===== src/rtl/fwd_pkg.sv =====
package fwd_pkg;
  typedef enum logic [1:0] {
    RES_OK   = 2'd0,
    RES_SLOW = 2'd1,
    RES_FAST = 2'd2
  } fwd_res_e;
endpackage


===== src/rtl/fwd_sync_edge.sv =====
module fwd_sync_edge #(
  parameter int STAGES = 2
) (
  input  logic clk_i,
  input  logic rst_ni,
  input  logic async_i,
  output logic rise_o
);
  logic [STAGES:0] sh_q;

  always_ff @(posedge clk_i or negedge rst_ni) begin
    if (!rst_ni) sh_q <= '0;
    else         sh_q <= {sh_q[STAGES-1:0], async_i};
  end

  // edge taken after STAGES synchronizing flops
  assign rise_o = sh_q[STAGES-1] & ~sh_q[STAGES];
endmodule


===== src/rtl/fwd_prescale.sv =====
module fwd_prescale #(
  parameter int PRE_W = 4
) (
  input  logic             clk_i,
  input  logic             rst_ni,
  input  logic             clr_i,
  input  logic [PRE_W-1:0] div_i,
  input  logic             rise_i,
  output logic             tick_o
);
  logic [PRE_W-1:0] cnt_q;
  logic             last;

  assign last   = (div_i <= PRE_W'(1)) || (cnt_q >= div_i - PRE_W'(1));
  assign tick_o = rise_i & last;

  always_ff @(posedge clk_i or negedge rst_ni) begin
    if (!rst_ni)     cnt_q <= '0;
    else if (clr_i)  cnt_q <= '0;
    else if (rise_i) cnt_q <= last ? '0 : cnt_q + PRE_W'(1);
  end
endmodule


===== src/rtl/fwd_interval.sv =====
module fwd_interval #(
  parameter int DIV_W = 10
) (
  input  logic             clk_i,
  input  logic             rst_ni,
  input  logic [DIV_W-1:0] div_i,
  output logic             end_o
);
  logic [DIV_W-1:0] cnt_q;

  assign end_o = (div_i <= DIV_W'(1)) || (cnt_q >= div_i - DIV_W'(1));

  always_ff @(posedge clk_i or negedge rst_ni) begin
    if (!rst_ni) cnt_q <= '0;
    else         cnt_q <= end_o ? '0 : cnt_q + DIV_W'(1);
  end
endmodule


===== src/rtl/fwd_pulse.sv =====
module fwd_pulse #(
  parameter int PLS_W = 6
) (
  input  logic             clk_i,
  input  logic             rst_ni,
  input  logic             load_i,
  input  logic [PLS_W-1:0] len_i,
  output logic             active_o
);
  logic [PLS_W-1:0] cnt_q;

  always_ff @(posedge clk_i or negedge rst_ni) begin
    if (!rst_ni)            cnt_q <= '0;
    else if (load_i)        cnt_q <= len_i;
    else if (cnt_q != '0)   cnt_q <= cnt_q - PLS_W'(1);
  end

  assign active_o = (cnt_q != '0);
endmodule


===== src/rtl/freq_window_det.sv =====
module freq_window_det
  import fwd_pkg::*;
#(
  parameter int CNT_W       = 8,
  parameter int DIV_W       = 10,
  parameter int PRE_W       = 4,
  parameter int PLS_W       = 6,
  parameter int SYNC_STAGES = 2
) (
  input  logic             clk_i,
  input  logic             rst_ni,
  input  logic             osc_i,
  input  logic [DIV_W-1:0] ref_div_i,
  input  logic [PRE_W-1:0] osc_div_i,
  input  logic [CNT_W-1:0] win_lo_i,
  input  logic [CNT_W-1:0] win_hi_i,
  input  logic [PLS_W-1:0] pulse_len_i,
  input  logic             pd_up_i,
  input  logic             pd_dn_i,
  output logic             slow_o,
  output logic             fast_o,
  output logic             up_o,
  output logic             dn_o,
  output logic             pd_sel_o,
  output logic             pd_up_o,
  output logic             pd_dn_o
);
  localparam logic [CNT_W-1:0] CNT_MAX = '1;

  logic             osc_rise;
  logic             tick;
  logic             iv_end;
  logic             pls_active;
  logic [CNT_W-1:0] cnt_q;
  logic [CNT_W-1:0] total;
  fwd_res_e         res_q;
  fwd_res_e         res_d;

  fwd_sync_edge #(.STAGES(SYNC_STAGES)) i_sync (
    .clk_i   (clk_i),
    .rst_ni  (rst_ni),
    .async_i (osc_i),
    .rise_o  (osc_rise)
  );

  fwd_prescale #(.PRE_W(PRE_W)) i_pre (
    .clk_i  (clk_i),
    .rst_ni (rst_ni),
    .clr_i  (iv_end),
    .div_i  (osc_div_i),
    .rise_i (osc_rise),
    .tick_o (tick)
  );

  fwd_interval #(.DIV_W(DIV_W)) i_iv (
    .clk_i  (clk_i),
    .rst_ni (rst_ni),
    .div_i  (ref_div_i),
    .end_o  (iv_end)
  );

  // tick in the closing cycle still belongs to the closing interval
  assign total = (tick && cnt_q != CNT_MAX) ? cnt_q + CNT_W'(1) : cnt_q;

  always_comb begin
    if (total < win_lo_i)      res_d = RES_SLOW;
    else if (total > win_hi_i) res_d = RES_FAST;
    else                       res_d = RES_OK;
  end

  always_ff @(posedge clk_i or negedge rst_ni) begin
    if (!rst_ni) begin
      cnt_q <= '0;
      res_q <= RES_OK;
    end else if (iv_end) begin
      cnt_q <= '0;
      res_q <= res_d;
    end else begin
      cnt_q <= total;
    end
  end

  fwd_pulse #(.PLS_W(PLS_W)) i_pls (
    .clk_i    (clk_i),
    .rst_ni   (rst_ni),
    .load_i   (iv_end && res_d != RES_OK),
    .len_i    (pulse_len_i),
    .active_o (pls_active)
  );

  assign slow_o   = (res_q == RES_SLOW);
  assign fast_o   = (res_q == RES_FAST);
  assign up_o     = pls_active & slow_o;
  assign dn_o     = pls_active & fast_o;
  assign pd_sel_o = (res_q == RES_OK);
  assign pd_up_o  = pd_up_i & pd_sel_o;
  assign pd_dn_o  = pd_dn_i & pd_sel_o;
endmodule


===== config.mk =====
export PLATFORM = sky130hd
export DESIGN_NAME = freq_window_det
export DESIGN_NICKNAME = d
export VERILOG_FILES = /design/src/rtl/fwd_pkg.sv /design/src/rtl/fwd_sync_edge.sv /design/src/rtl/fwd_prescale.sv /design/src/rtl/fwd_interval.sv /design/src/rtl/fwd_pulse.sv /design/src/rtl/freq_window_det.sv
export SDC_FILE = /design/constraint.sdc
export NUM_CORES = 1
export LEC_CHECK = 0
export ABC_AREA = 1
export BUFFER_PORTS_ARGS = -buffer_cell sky130_fd_sc_hd__buf_2
export CAP_MARGIN = 0
export CORE_AREA = 5 5 76 78
export CTS_CLUSTER_DIAMETER = 150
export CTS_CLUSTER_SIZE = 12
export DETAILED_ROUTE_END_ITERATION = 10
export DIE_AREA = 0 0 81 83
export PLACE_DENSITY = 0.82
export REMOVE_ABC_BUFFERS = 1
export SETUP_SLACK_MARGIN = 0.05
export SLEW_MARGIN = 10
export SYNTH_ARGS = -nofsm -noshare
export SYNTH_HDL_FRONTEND = slang
export SYNTH_HIERARCHICAL = 1
export SYNTH_SLANG_ARGS = --single-unit
export TNS_END_PERCENT = 5

===== constraint.sdc =====
create_clock -name clk_i -period 5.64 [get_ports clk_i]
set_input_delay 1.128 -clock clk_i [delete_from_list [all_inputs] [get_ports clk_i]]
set_output_delay 1.128 -clock clk_i [all_outputs]
set_load 0.005 [all_outputs]

# After elaboration in Yosys (flattened, before gate mapping)
# Cells that the tools add are included.
dict set report word_totals {
  register_bits 33
  output_inout_bits 7
  elab_cells 47
}
dict set report op_classes {
  add_sub_neg 6
  order_cmp 6
  n_eq_ne 3
  mux 10
  n_bitwise 7
  n_reduce_logical 9
}
# op n
set op_table {}
lappend op_table {{$mux W8} 2}
lappend op_table {{$mux W4} 3}
lappend op_table {{$mux W6} 2}
lappend op_table {{$add A10 B1 Y10 const B} 1}
lappend op_table {{$ge A10 B10 Y1} 1}
lappend op_table {{$le A10 B1 Y1 const B} 1}
lappend op_table {{$mux W10} 1}
lappend op_table {{$sub A10 B1 Y10 const B} 1}
lappend op_table {{$add A8 B1 Y8 const B} 1}
lappend op_table {{$gt A8 B8 Y1} 1}
lappend op_table {{$lt A8 B8 Y1} 1}
lappend op_table {{$ne A8 B8 Y1 const B} 1}
lappend op_table {{$and A1 B1 Y1} 6}
lappend op_table {{$reduce_bool A2 Y1} 3}
lappend op_table {{$reduce_bool A6 Y1} 1}
lappend op_table {{$sub A6 B1 Y6 const B} 1}
lappend op_table {{$add A4 B1 Y4 const B} 1}
lappend op_table {{$ge A4 B4 Y1} 1}
lappend op_table {{$le A4 B1 Y1 const B} 1}
lappend op_table {{$mux W2} 2}
lappend op_table {{$sub A4 B1 Y4 const B} 1}
lappend op_table {{$eq A2 B1 Y1 const B} 1}
lappend op_table {{$eq A2 B2 Y1 const B} 1}
lappend op_table {{$logic_and A1 B1 Y1} 2}
lappend op_table {{3 further kinds} 4}

# Depth between registers and ports, before layout
# Gate-level depths: netlist of run 1.
dict set report logic_depth {
  word_depth 12
  mapped_depth 33
}

# Hierarchy
# Netlist of run 1, hierarchy kept.
# module instances cells_each area_per_inst_um2 seq_area_each_um2
set by_module_without_submodules {}
lappend by_module_without_submodules {fwd_interval 1 139 1028.5 250.2}
lappend by_module_without_submodules {freq_window_det 1 144 998.5 250.2}
lappend by_module_without_submodules {fwd_pulse 1 52 391.6 150.1}
lappend by_module_without_submodules {fwd_prescale 1 52 384.1 100.1}
lappend by_module_without_submodules {fwd_sync_edge 1 5 85.1 75.1}

# Least setup slack after synthesis of run 1
# Ideal clock, no wire load.
dict set report synth_timing {
  path_kind {input -> register}
  start {input port osc_div_i[0]}
  end {register i_pls.cnt_q[3]}
  setup_time_ns 0.116
  arrival_ns 4.082
  required_time_ns 5.524
  setup_slack_ns 1.442
  path_stages 26
  n_path_buf 1
  cell_sequence {inv_1 -> ha_1 -> xnor2_1 -> ha_1 -> nand2_1 -> inv_1 -> nand2_1 -> a21oi_1 -> nand2_4 -> nor2_2 -> nand3_1 -> nor2_1 -> xnor2_1 -> inv_1 -> ha_1 -> nand2_1 -> nor2_1 -> a211oi_1 -> nand2_2 -> o21ai_1 -> buf_4 -> inv_1 -> nand2_1 -> inv_1 -> nand2_1 -> nand2_1}
}
dict set report synth_between {
  elab_chain_len 12
  word_cells_on_any_way 15
  cone_classes {add/sub (1); order compare (4); mux (4); bitwise (1); reduce/logical (5)}
}
# element line
set synth_lines {}
lappend synth_lines {{start, declared} freq_window_det.sv:14} ;# input logic [PRE_W-1:0] osc_div_i,
lappend synth_lines {{$sub A4 B1 Y4} fwd_prescale.sv:14} ;# assign last = (div_i <= PRE_W'(1)) || (cnt_q >= div_i - PRE_W'(1));
lappend synth_lines {{$ge A4 B4 Y1} fwd_prescale.sv:14}
lappend synth_lines {{$logic_or A1 B1 Y1 *} fwd_prescale.sv:14}
lappend synth_lines {{$and A1 B1 Y1 *} fwd_prescale.sv:15} ;# assign tick_o = rise_i & last;
lappend synth_lines {{net tick} freq_window_det.sv:31} ;# logic tick;
lappend synth_lines {{$logic_and A1 B1 Y1 *} freq_window_det.sv:63} ;# assign total = (tick && cnt_q != CNT_MAX) ? cnt_q + CNT_W'(1) : cnt_q;
lappend synth_lines {{$mux W8 *} freq_window_det.sv:63}
lappend synth_lines {{$gt A8 B8 Y1} freq_window_det.sv:67} ;# else if (total > win_hi_i) res_d = RES_FAST;
lappend synth_lines {{$mux W2} freq_window_det.sv:67}
lappend synth_lines {{$mux W2 *} freq_window_det.sv:66} ;# if (total < win_lo_i) res_d = RES_SLOW;
lappend synth_lines {{$reduce_bool A2 Y1 *} freq_window_det.sv:86} ;# .load_i (iv_end && res_d != RES_OK),
lappend synth_lines {{$logic_and A1 B1 Y1 *} freq_window_det.sv:86}
lappend synth_lines {{$mux W6 / $reduce_bool A2 Y1 (equally long branches)} --}
lappend synth_lines {{end signal, assigned} fwd_pulse.sv:14} ;# else if (load_i) cnt_q <= len_i;
lappend synth_lines {{end signal, assigned} fwd_pulse.sv:15} ;# else if (cnt_q != '0) cnt_q <= cnt_q - PLS_W'(1);
lappend synth_lines {{end, declared} fwd_pulse.sv:10} ;# logic [PLS_W-1:0] cnt_q;
# Mark *: on every way through the listed nets, which the timed path passes. The rest lies on a longest branch.
# A chain may end at the register's enable or synchronous reset.

# Final worst setup path of run 1
dict set report layout_timing {
  start {input port osc_div_i[0]}
  end {register i_pls.cnt_q[5]}
}
# The elaborated chain is that of the path after synthesis.

==> results.yml, run 1 <==
cells_and_area:
  antenna_cells: 0
  area_growth_pct: 12.5
  drive_above_1_share: 0.197
  fin_nets: 520
  nFillCells: 465
drt:
  drtPass1Iterations: 4
  drt_iter0_markers: 96
  ant_nets: 0
  via_per_inst: 4.86
  drc: 0
  wl_um: 5480
  num_vias: 2481
  wl_per_cell_um: 10.7
grt:
  antenna_found_initial: 0
  grt-ovfl-total: 0
  grt_pass1_wl_um: 9760
  grt_max_degree: 34
  track_usage: 0.176
  grt_pass1_vias: 2439
synth:
  synth_edf_count: 0
  synth.avg_cell_area_um2: 7.37
  ys_types: 32
  postSynthCellCount: 392
  synth_area_um2: 2890
  synthArstFlopShare: 1.00
  synthTopCellsByArea: "dfrtp_1 (29%), ha_1 (16%), nand2_1 (12%)"
  synth_flop_cell: "dfrtp_1"
  synth-seq-area-share: 0.286
  yosysTopAreaCell: "dfrtp_1"
  ys_seq_elements: 33
  synth_warnings: 6
  netlist.area_leader.share: 0.286
sta:
  grt_setup_unrepaired: "false"
  setup_viol: 0
  worst_pin_slew_ps: 716
  setup_tns_ps: 0
  fmax_ghz: 0.207
  whs_ps: 355
  fin_worst_skew_ps: 4.25
  slew_headroom: 0.522
  slew_violations: 0
  post-route-min-period_ps: 4840
  post-route-period-util: 0.858
  finalHoldViolCount: 0
clock_network:
  cts_buffers: 5
  cts-root-buf: "clkbuf_8"
  clock-sinks: 33
  ctsResizeCount: 0
  hold_buffers: 0
  post_cts_buffers: 0
  cts_max_path_buffers: 2
  cts_max_level: 2
  cts_tree: "yes"
  path_clk_slew_ps: 60
  clock_latency_ps: 270
die:
  die_height_um: 83
  placementRows: 26
  io_pins: 48
  initial_core_util: 0.576
  fp.dieArea_um2: 6720
  die_w_um: 81
  core_um2: 5010
placed_design:
  dp_hpwl_um: 4520
  io_buffers: 47
  gp_congestion: 0.784
critical_path:
  cp.required_ps: 5800
  start_kind: "primary input"
  critPathMaxFanout: 8
  endpoint_kind: "flop"
  crit_arrival_ps: 5000
  critical_path_class: "in2reg"
pwr:
  p_leak_nw: 1.82
  p_per_area_nw_per_um2: 317
  ir_drop_mv: 0.157
min_path:
  hold_path.class: "reg2reg"
flow_run:
  drv_cap: 0
run_status:
  status: "finished, final reports clean"
==> state kept, by name, summed over array words and instances, names as in the netlist <==
register	flops
i_iv/cnt_q	10
cnt_q	8
i_pls/cnt_q	6
i_pre/cnt_q	4
i_sync/sh_q	3
res_q	2
==> logic make-up (layout without fill, tap and decap cells) <==
logic type / Yosys count / in the layout / synth area share
AND/OR/NAND/NOR: 193 / 193 / 0.324
flip-flops: 33 / 33 / 0.286
adder cells (fa/ha/maj): 37 / 37 / 0.160
buffers and inverters: 81 / 130 / 0.112
XOR/XNOR: 22 / 22 / 0.0667
AO/OA/AOI/OAI: 26 / 26 / 0.0507
==> synthesized netlist by cell type (2+ instances only) <==
cell	instances
nor2_2	6
buf_6	2
nand2_4	2
o21ai_1	4
nand2_2	4
dfrtp_1	33
nand4_1	4
xnor2_1	11
nor2_4	3
xor2_1	11
nor3b_1	2
nand3b_1	2
o21ai_2	2
nand3_1	20
inv_2	2
nor2_1	35
nor3_1	7
nand2_1	94
inv_1	75
a21oi_1	10
o21ai_0	7
ha_1	37
nand3_2	3
nor3_2	8
==> cell usage in the layout (no fill, tap or decap), types with 2 or more instances in the layout <==
| cell | Yosys | layout |
|---|---|---|
| ha_1 | 37 | 37 |
| o21ai_1 | 4 | 4 |
| inv_1 | 75 | 75 |
| nand2_4 | 2 | 2 |
| xnor2_1 | 11 | 11 |
| clkbuf_8 | 0 | 5 |
| nor3_2 | 8 | 8 |
| nand2_1 | 94 | 94 |
| xor2_1 | 11 | 11 |
| nand3_1 | 20 | 20 |
| nor2_1 | 35 | 35 |
| nand3_2 | 3 | 3 |
| inv_2 | 2 | 2 |
| nand2_2 | 4 | 4 |
| nor2_4 | 3 | 3 |
| buf_2 | 1 | 47 |
| o21ai_0 | 7 | 7 |
| nand4_1 | 4 | 4 |
| nor3_1 | 7 | 7 |
| nand3b_1 | 2 | 2 |
| o21ai_2 | 2 | 2 |
| nor2_2 | 6 | 6 |
| nor3b_1 | 2 | 2 |
| a21oi_1 | 10 | 10 |
| dfrtp_1 | 33 | 33 |
==> cell type report <==
class                      instances  area [um^2]  share of cell area
clock buffer                       5         68.8              0.0212
clock inverter                     1         5.00             0.00154
inverter                          77          289              0.0889
multi-input combinational        278         1740               0.535
sequential                        33          826               0.254
tap                               70         87.6              0.0270
timing repair buffer              47          235              0.0724
==> routing by layer <==
| metal | routed length (um) | up-vias | GRT usage | share of wire |
|---|---|---|---|---|
| li1 | - | 1316 | - | - |
| met1 | 2390 | 1126 | 0.200 | 0.44 |
| met2 | 2900 | 33 | 0.331 | 0.53 |
| met3 | 117 | 6 | 0.0162 | 0.021 |
| met4 | 71 | 0 | 0.0614 | 0.013 |
| met5 | 0 | - | 0 | 0 |
==> critical path, cell delays in order <==
cell      delay (ps)
buf_2            100
inv_1             60
ha_1             220
xnor2_1          130
ha_1             270
nand2_1           50
inv_1             50
nand2_1           80
a21oi_1          320
nand2_4          130
nor2_2           130
nand3_1          120
nor2_1           130
xnor2_1          170
inv_1            100
ha_1             300
nand2_1           90
nor2_1            50
a211oi_1         230
nand2_2          120
o21ai_1          530
inv_1            170
nand2_1          150
inv_1             70
nand2_1           70
nand2_1           50
==> report_power, final <==
part	internal (mW)	total, mW	switching (mW)
clock network	0.0810	0.159	0.0776
registers	0.311	0.401	0.0904
logic	0.203	0.470	0.267
total	0.594	1.03	0.435
==> path summary, 6_finish.rpt <==
| check | to | start | slack (ps) | cells after the start |
|---|---|---|---|---|
| worst max register to register | i_pls/cnt_q[5] | i_pre/cnt_q[0] | 1590 | 25 |
| max in group asynchronous | i_pls/cnt_q[0] | rst_ni | 4270 | 1 |
| worst max-delay path | i_pls/cnt_q[5] | osc_div_i[0] | 800 | 26 |
| worst min register to register | i_sync/sh_q[1] | i_sync/sh_q[0] | 360 | 0 |
| min in group asynchronous | i_sync/sh_q[2] | rst_ni | 900 | 1 |
| worst min-delay path | i_sync/sh_q[1] | i_sync/sh_q[0] | 360 | 0 |
==> stage by stage <==
stage	setup WS, ps	std cells	util	total power [mW]	instance area (um^2)
final	799	511	0.649	1.03	3250
after global placement	799	505	0.634	0.846	3180
after floorplan	1200	388	-	0.747	2850
after detailed placement	564	505	0.634	0.877	3180
after CTS	811	511	0.649	1.04	3250
after global routing	387	511	0.649	1.13	3250
No activity file was read; power rests on OpenSTA's default activity.
==> inputs of run 2 (changes only) <==
- ABC_AREA: 1 -> 0
- CORE_AREA: 5 5 76 78 -> 5 5 75 77
- DIE_AREA: 0 0 81 83 -> 0 0 80 82
- PLACE_DENSITY: 0.82 -> 0.83
==> run 2 against run 1 <==
Against the previous run: synthesized area is 2.1% lower; critical path depth is 7 lower; largest cell class unchanged; synthesized cell count is 25% lower; critical endpoint is now i_pls/cnt_q[4]; register-to-register slack worse by 280 ps; sequential power is 6.5% higher; first-iteration DRC count is 39% higher; fmax is 4.3% lower; die area is 2.4% lower; largest power group unchanged.
==> results.yml, run 2 <==
run_status:
  status: "finished, final reports clean"
critical_path:
  critPathMaxFanout: 13
  critical_path_class: "in2reg"
  r2r-start: "i_pre/cnt_q[0]"
  endpoint_kind: "flop"
  crit_arrival_ps: 5220
  start_kind: "primary input"
  cp.required_ps: 5800
  crit_start: "osc_div_i[0]"
cells_and_area:
  mostFrequentLayoutCells: "buf_2 (47), ha_1 (37), dfrtp_1 (33), inv_1 (29), xnor2_1 (19)"
  top_register: "i_iv/cnt_q"
  multi_input_area_um2: 1850
  nFillCells: 431
  antenna_cells: 0
  register_area_um2: 826
  fin_nets: 423
  reg.largest.list: "i_iv/cnt_q: 10 flops, cnt_q: 8 flops, i_pls/cnt_q: 6 flops"
  final_common_cell: "buf_2"
  drive_above_1_share: 0.246
  area_growth_pct: 13.4
  largest_register_ffs: 10
sta:
  setup_ws_ps: 583
  slew_violations: 0
  setup_viol: 0
  post-route-period-util: 0.897
  worst_pin_slew_ps: 871
  setup_tns_ps: 0
  finalHoldViolCount: 0
  fin_worst_skew_ps: 5.30
  fmax_ghz: 0.198
  whs_ps: 349
  grt_setup_unrepaired: "false"
  post-route-min-period_ps: 5060
  slew_headroom: 0.418
clock_network:
  clock-sinks: 33
  cts-root-buf: "clkbuf_8"
  hold_buffers: 0
  cts_tree: "yes"
  post_cts_buffers: 0
  clock_latency_ps: 280
  cts_buffers: 5
  ctsResizeCount: 0
  cts_max_path_buffers: 2
  cts_max_level: 2
  path_clk_slew_ps: 60
synth:
  postSynthCellCount: 295
  synthArstFlopShare: 1.00
  synth_warnings: 6
  yosysMostFrequentCell: "ha_1"
  synthTopCellsByCount: "ha_1 (37), dfrtp_1 (33), inv_1 (29)"
  ys_types: 59
  synthTopCellsByArea: "dfrtp_1 (29%), ha_1 (16%), xnor2_1 (5.9%)"
  synth-seq-area-share: 0.292
  yosysTopAreaCell: "dfrtp_1"
  synth_area_um2: 2830
  synth_flop_cell: "dfrtp_1"
  synth.avg_cell_area_um2: 9.59
  synth_edf_count: 0
  ys_seq_elements: 33
  netlist.area_leader.share: 0.292
pwr:
  ir_drop_mv: 0.234
  p_leak_nw: 1.51
  p_per_area_nw_per_um2: 359
placed_design:
  gp_congestion: 0.841
  place_ws_ps: 406
  io_buffers: 47
  dp_hpwl_um: 4620
die:
  die_height_um: 82
  fp.dieArea_um2: 6560
  io_pins: 48
  initial_core_util: 0.572
  core_um2: 4940
  placementRows: 26
  die_w_um: 80
drt:
  num_vias: 2302
  drt_iter0_markers: 133
  ant_nets: 0
  drc: 0
  via_per_inst: 5.55
  wl_um: 5640
  drtPass1Iterations: 4
  wl_per_cell_um: 13.6
grt:
  antenna_found_initial: 0
  grt_pass1_vias: 2283
  grt_pass1_wl_um: 9740
  grt_max_degree: 34
  track_usage: 0.186
  grt-ovfl-total: 0
min_path:
  hp-start: "i_sync/sh_q[0]"
  hold_path.class: "reg2reg"
flow_run:
  drv_cap: 0
==> run 2: cell families after synthesis <==
family          Yosys count  share of synthesized area
compound gates           53                      0.148
flops                    33                      0.292
simple gates            110                      0.258
buf+inv                  35                     0.0544
mux                       1                    0.00398
fa+ha+maj                37                      0.164
xor+xnor                 26                     0.0805
==> run 2: routing by layer <==
layer	up-vias	GRT usage	wire length, um
met5	-	0	0
met4	0	0.0642	77
met2	43	0.330	2930
met1	1090	0.225	2440
met3	10	0.0362	188
li1	1159	-	-
==> run 2: worst max-delay path: stages <==
cell and delay (ps):
buf_2 100, inv_1 50, ha_1 210, xnor2_1 160, ha_1 250, o21ai_1 390
o21ai_0 140, and2_1 220, o2111ai_1 130, nor2_1 90, xor2_1 280, ha_1 310
nand4_1 140, nor2_1 70, a2111oi_0 450, o31a_2 270, o21bai_1 400, nor2b_1 100
a221o_1 340
==> run 2: cell type report <==
| cell class | count | area share |
|---|---|---|
| Inverter | 29 | 0.0339 |
| Timing Repair Buffer | 49 | 0.0780 |
| Multi-Input combinational cell | 227 | 0.576 |
| Tap cell | 70 | 0.0273 |
| Sequential cell | 33 | 0.258 |
| Clock buffer | 7 | 0.0269 |
==> run 2: path summary, 6_finish.rpt <==
kind,cells past startpoint,slack (ps),endpoint
max,19,580,i_pls/cnt_q[4]
min,0,350,i_sync/sh_q[1]
max reg2reg,17,1310,i_pls/cnt_q[4]
min reg2reg,0,350,i_sync/sh_q[1]
max in group asynchronous,1,4300,i_iv/cnt_q[1]
min in group asynchronous,1,890,cnt_q[6]
==> run 2: stage by stage <==
step	total power, mW	std cells	area (um^2)	util
after floorplan	0.834	289	2780	-
after global placement	0.958	408	3120	0.631
after detailed placement	0.985	408	3120	0.631
after CTS	1.16	415	3210	0.649
after global routing	1.26	415	3210	0.649
final	1.15	415	3210	0.649
==> run 2: where the power goes <==
| part | internal (mW) | leakage, nW | switching, mW |
|---|---|---|---|
| combinational | 0.271 | 1.04 | 0.283 |
| sequential | 0.322 | 0.417 | 0.105 |
| clock | 0.0966 | 0.0443 | 0.0750 |
| total | 0.689 | 1.51 | 0.463 |
==> inputs of run 3 (changes only) <==
- CORE_AREA: 5 5 75 77 -> 2 2 72 74
- CTS_BUF_LIST: not set -> sky130_fd_sc_hd__clkbuf_8 sky130_fd_sc_hd__clkbuf_16
- DIE_AREA: 0 0 80 82 -> 0 0 74 76
==> run 3 against run 2 <==
Against the previous run: global-route usage increased by 3.9 points; utilization is 1.0 points higher; clock power rose by 30%; first-iteration DRC count increased by 0.75%; critical path depth is the same; wire length increased by 3.0%; non-clock buffer count did not move; via count increased by 1.8%; setup slack gained 17 ps; sequential share of layout area is 0.23 points lower; highest routed layer unchanged.
==> results.yml, run 3 (synthesized netlist as in run 2, its figures left out) <==
critical_path:
  crit_arrival_ps: 5210
  cp.required_ps: 5810
  r2r-start: "i_pre/cnt_q[0]"
  crit_start: "osc_div_i[0]"
  critical_path_class: "in2reg"
  start_kind: "primary input"
  endpoint_kind: "flop"
  critPathMaxFanout: 13
drt:
  ant_nets: 0
  drt_iter0_markers: 134
  wl_met1_um: 2570
  via_per_inst: 5.63
  highest_layer: "met4"
  wl_per_cell_um: 14.0
  wl_met3_um: 176
  wl_um: 5810
  drtPass1Iterations: 4
  wl_met2_um: 2890
  num_vias: 2343
  drc: 0
pwr:
  p_leak_nw: 1.52
  p_comb_frac: 0.464
  p_seq_frac: 0.352
  power_frac_clock: 0.184
  power_switching_uw: 487
  power.share.switching: 0.401
  power.internal_uw: 727
  ir_drop_mv: 0.231
  p_per_area_nw_per_um2: 375
  totalPowerFinal_mw: 1.21
die:
  die_height_um: 76
  io_pins: 48
  initial_core_util: 0.576
  core_um2: 4910
  fp.dieArea_um2: 5620
  placementRows: 26
  die_w_um: 74
sta:
  setup_tns_ps: 0
  finalHoldViolCount: 0
  worst_pin_slew_ps: 877
  fin_worst_skew_ps: 6.21
  setup_viol: 0
  slew_violations: 0
  slew_headroom: 0.414
  post-route-period-util: 0.894
  fmax_ghz: 0.198
  grt_setup_unrepaired: "false"
  post-route-min-period_ps: 5040
  setup_ws_ps: 600
  whs_ps: 360
clock_network:
  post_cts_buffers: 0
  clock-sinks: 33
  cts_tree: "yes"
  hold_buffers: 0
  cts-root-buf: "clkbuf_8"
  clock_latency_ps: 290
  cts_max_path_buffers: 2
  cts_buffers: 5
  cts_max_level: 2
  path_clk_slew_ps: 70
  ctsResizeCount: 0
cells_and_area:
  drive_above_1_share: 0.251
  mostFrequentLayoutCells: "buf_2 (47), ha_1 (37), dfrtp_1 (33), inv_1 (29), xnor2_1 (19)"
  area_growth_pct: 14.4
  reg.largest.list: "i_iv/cnt_q: 10 flops, cnt_q: 8 flops, i_pls/cnt_q: 6 flops"
  nFillCells: 389
  antenna_cells: 0
  final_common_cell: "buf_2"
  largest_register_ffs: 10
  top_register: "i_iv/cnt_q"
  fin_nets: 423
  multi_input_area_um2: 1850
  fin_area_um2: 3240
  register_area_um2: 826
placed_design:
  place_ws_ps: 378
  gp_congestion: 0.876
  io_buffers: 47
  dp_hpwl_um: 4520
  placed_cell_area_um2: 3120
grt:
  grt-ovfl-total: 0
  grt_pass1_vias: 2330
  grt_max_degree: 34
  track_usage: 0.225
  antenna_found_initial: 0
  grt_pass1_wl_um: 9950
run_status:
  status: "finished, final reports clean"
min_path:
  hold_path.class: "reg2reg"
  hp-start: "i_sync/sh_q[0]"
flow_run:
  drv_cap: 0
==> run 3: cell count changes in the layout (fill, tap and decap cells not counted), sizes merged <==
cell      change
clkbuf        -2
bufinv        +1
clkinv        +1
clkinvlp      +1
==> run 3: worst paths after layout <==
check                            endpoint  slack (ps)  depth (start not counted)
hold reg to reg            i_sync/sh_q[1]         360                          0
setup reg to reg           i_pls/cnt_q[4]        1360                         17
max in group asynchronous        cnt_q[1]        4280                          1
min in group asynchronous        cnt_q[2]         900                          1
setup / recovery           i_pls/cnt_q[4]         600                         19
hold / removal             i_sync/sh_q[1]         360                          0
==> run 3: per-stage QoR <==
step / std cells / util
finish: 416 / 0.659
global placement: 408 / 0.635
CTS: 416 / 0.659
detailed placement: 408 / 0.635
floorplan: 289 / -
global route: 416 / 0.659
==> run 3: layout make-up <==
cell class	instances	area share
Clock inverter	3	0.0143
Timing Repair Buffer	49	0.0773
Inverter	29	0.0336
Tap cell	70	0.0271
Sequential cell	33	0.255
Clock buffer	5	0.0213
Multi-Input combinational cell	227	0.571
==> run 3: power by group through the flow <==
stage	clock network (mW)	logic (mW)	registers, mW
after detailed placement	0	0.558	0.429
after global placement	0	0.534	0.426
final	0.224	0.563	0.427
after global routing	0.242	0.636	0.439
after CTS	0.227	0.565	0.426
after floorplan	0	0.430	0.403
==> run 3: metal layers <==
layer,global-route usage,vias up
met4,0.0927,0
met3,0.0595,20
met1,0.281,1109
met2,0.362,55
li1,-,1159
met5,0,-
==> run 3: worst max-delay path, cell delays in order <==
cell	delay, ps
buf_2	110
inv_1	60
ha_1	220
xnor2_1	150
ha_1	250
o21ai_1	190
o21ai_0	170
and2_1	230
o21a_2	210
nand4_1	130
xnor2_1	290
ha_1	330
a21oi_1	160
nand2_1	60
a2111oi_0	430
o31a_2	260
o21bai_1	400
nor2b_1	100
a221o_1	340
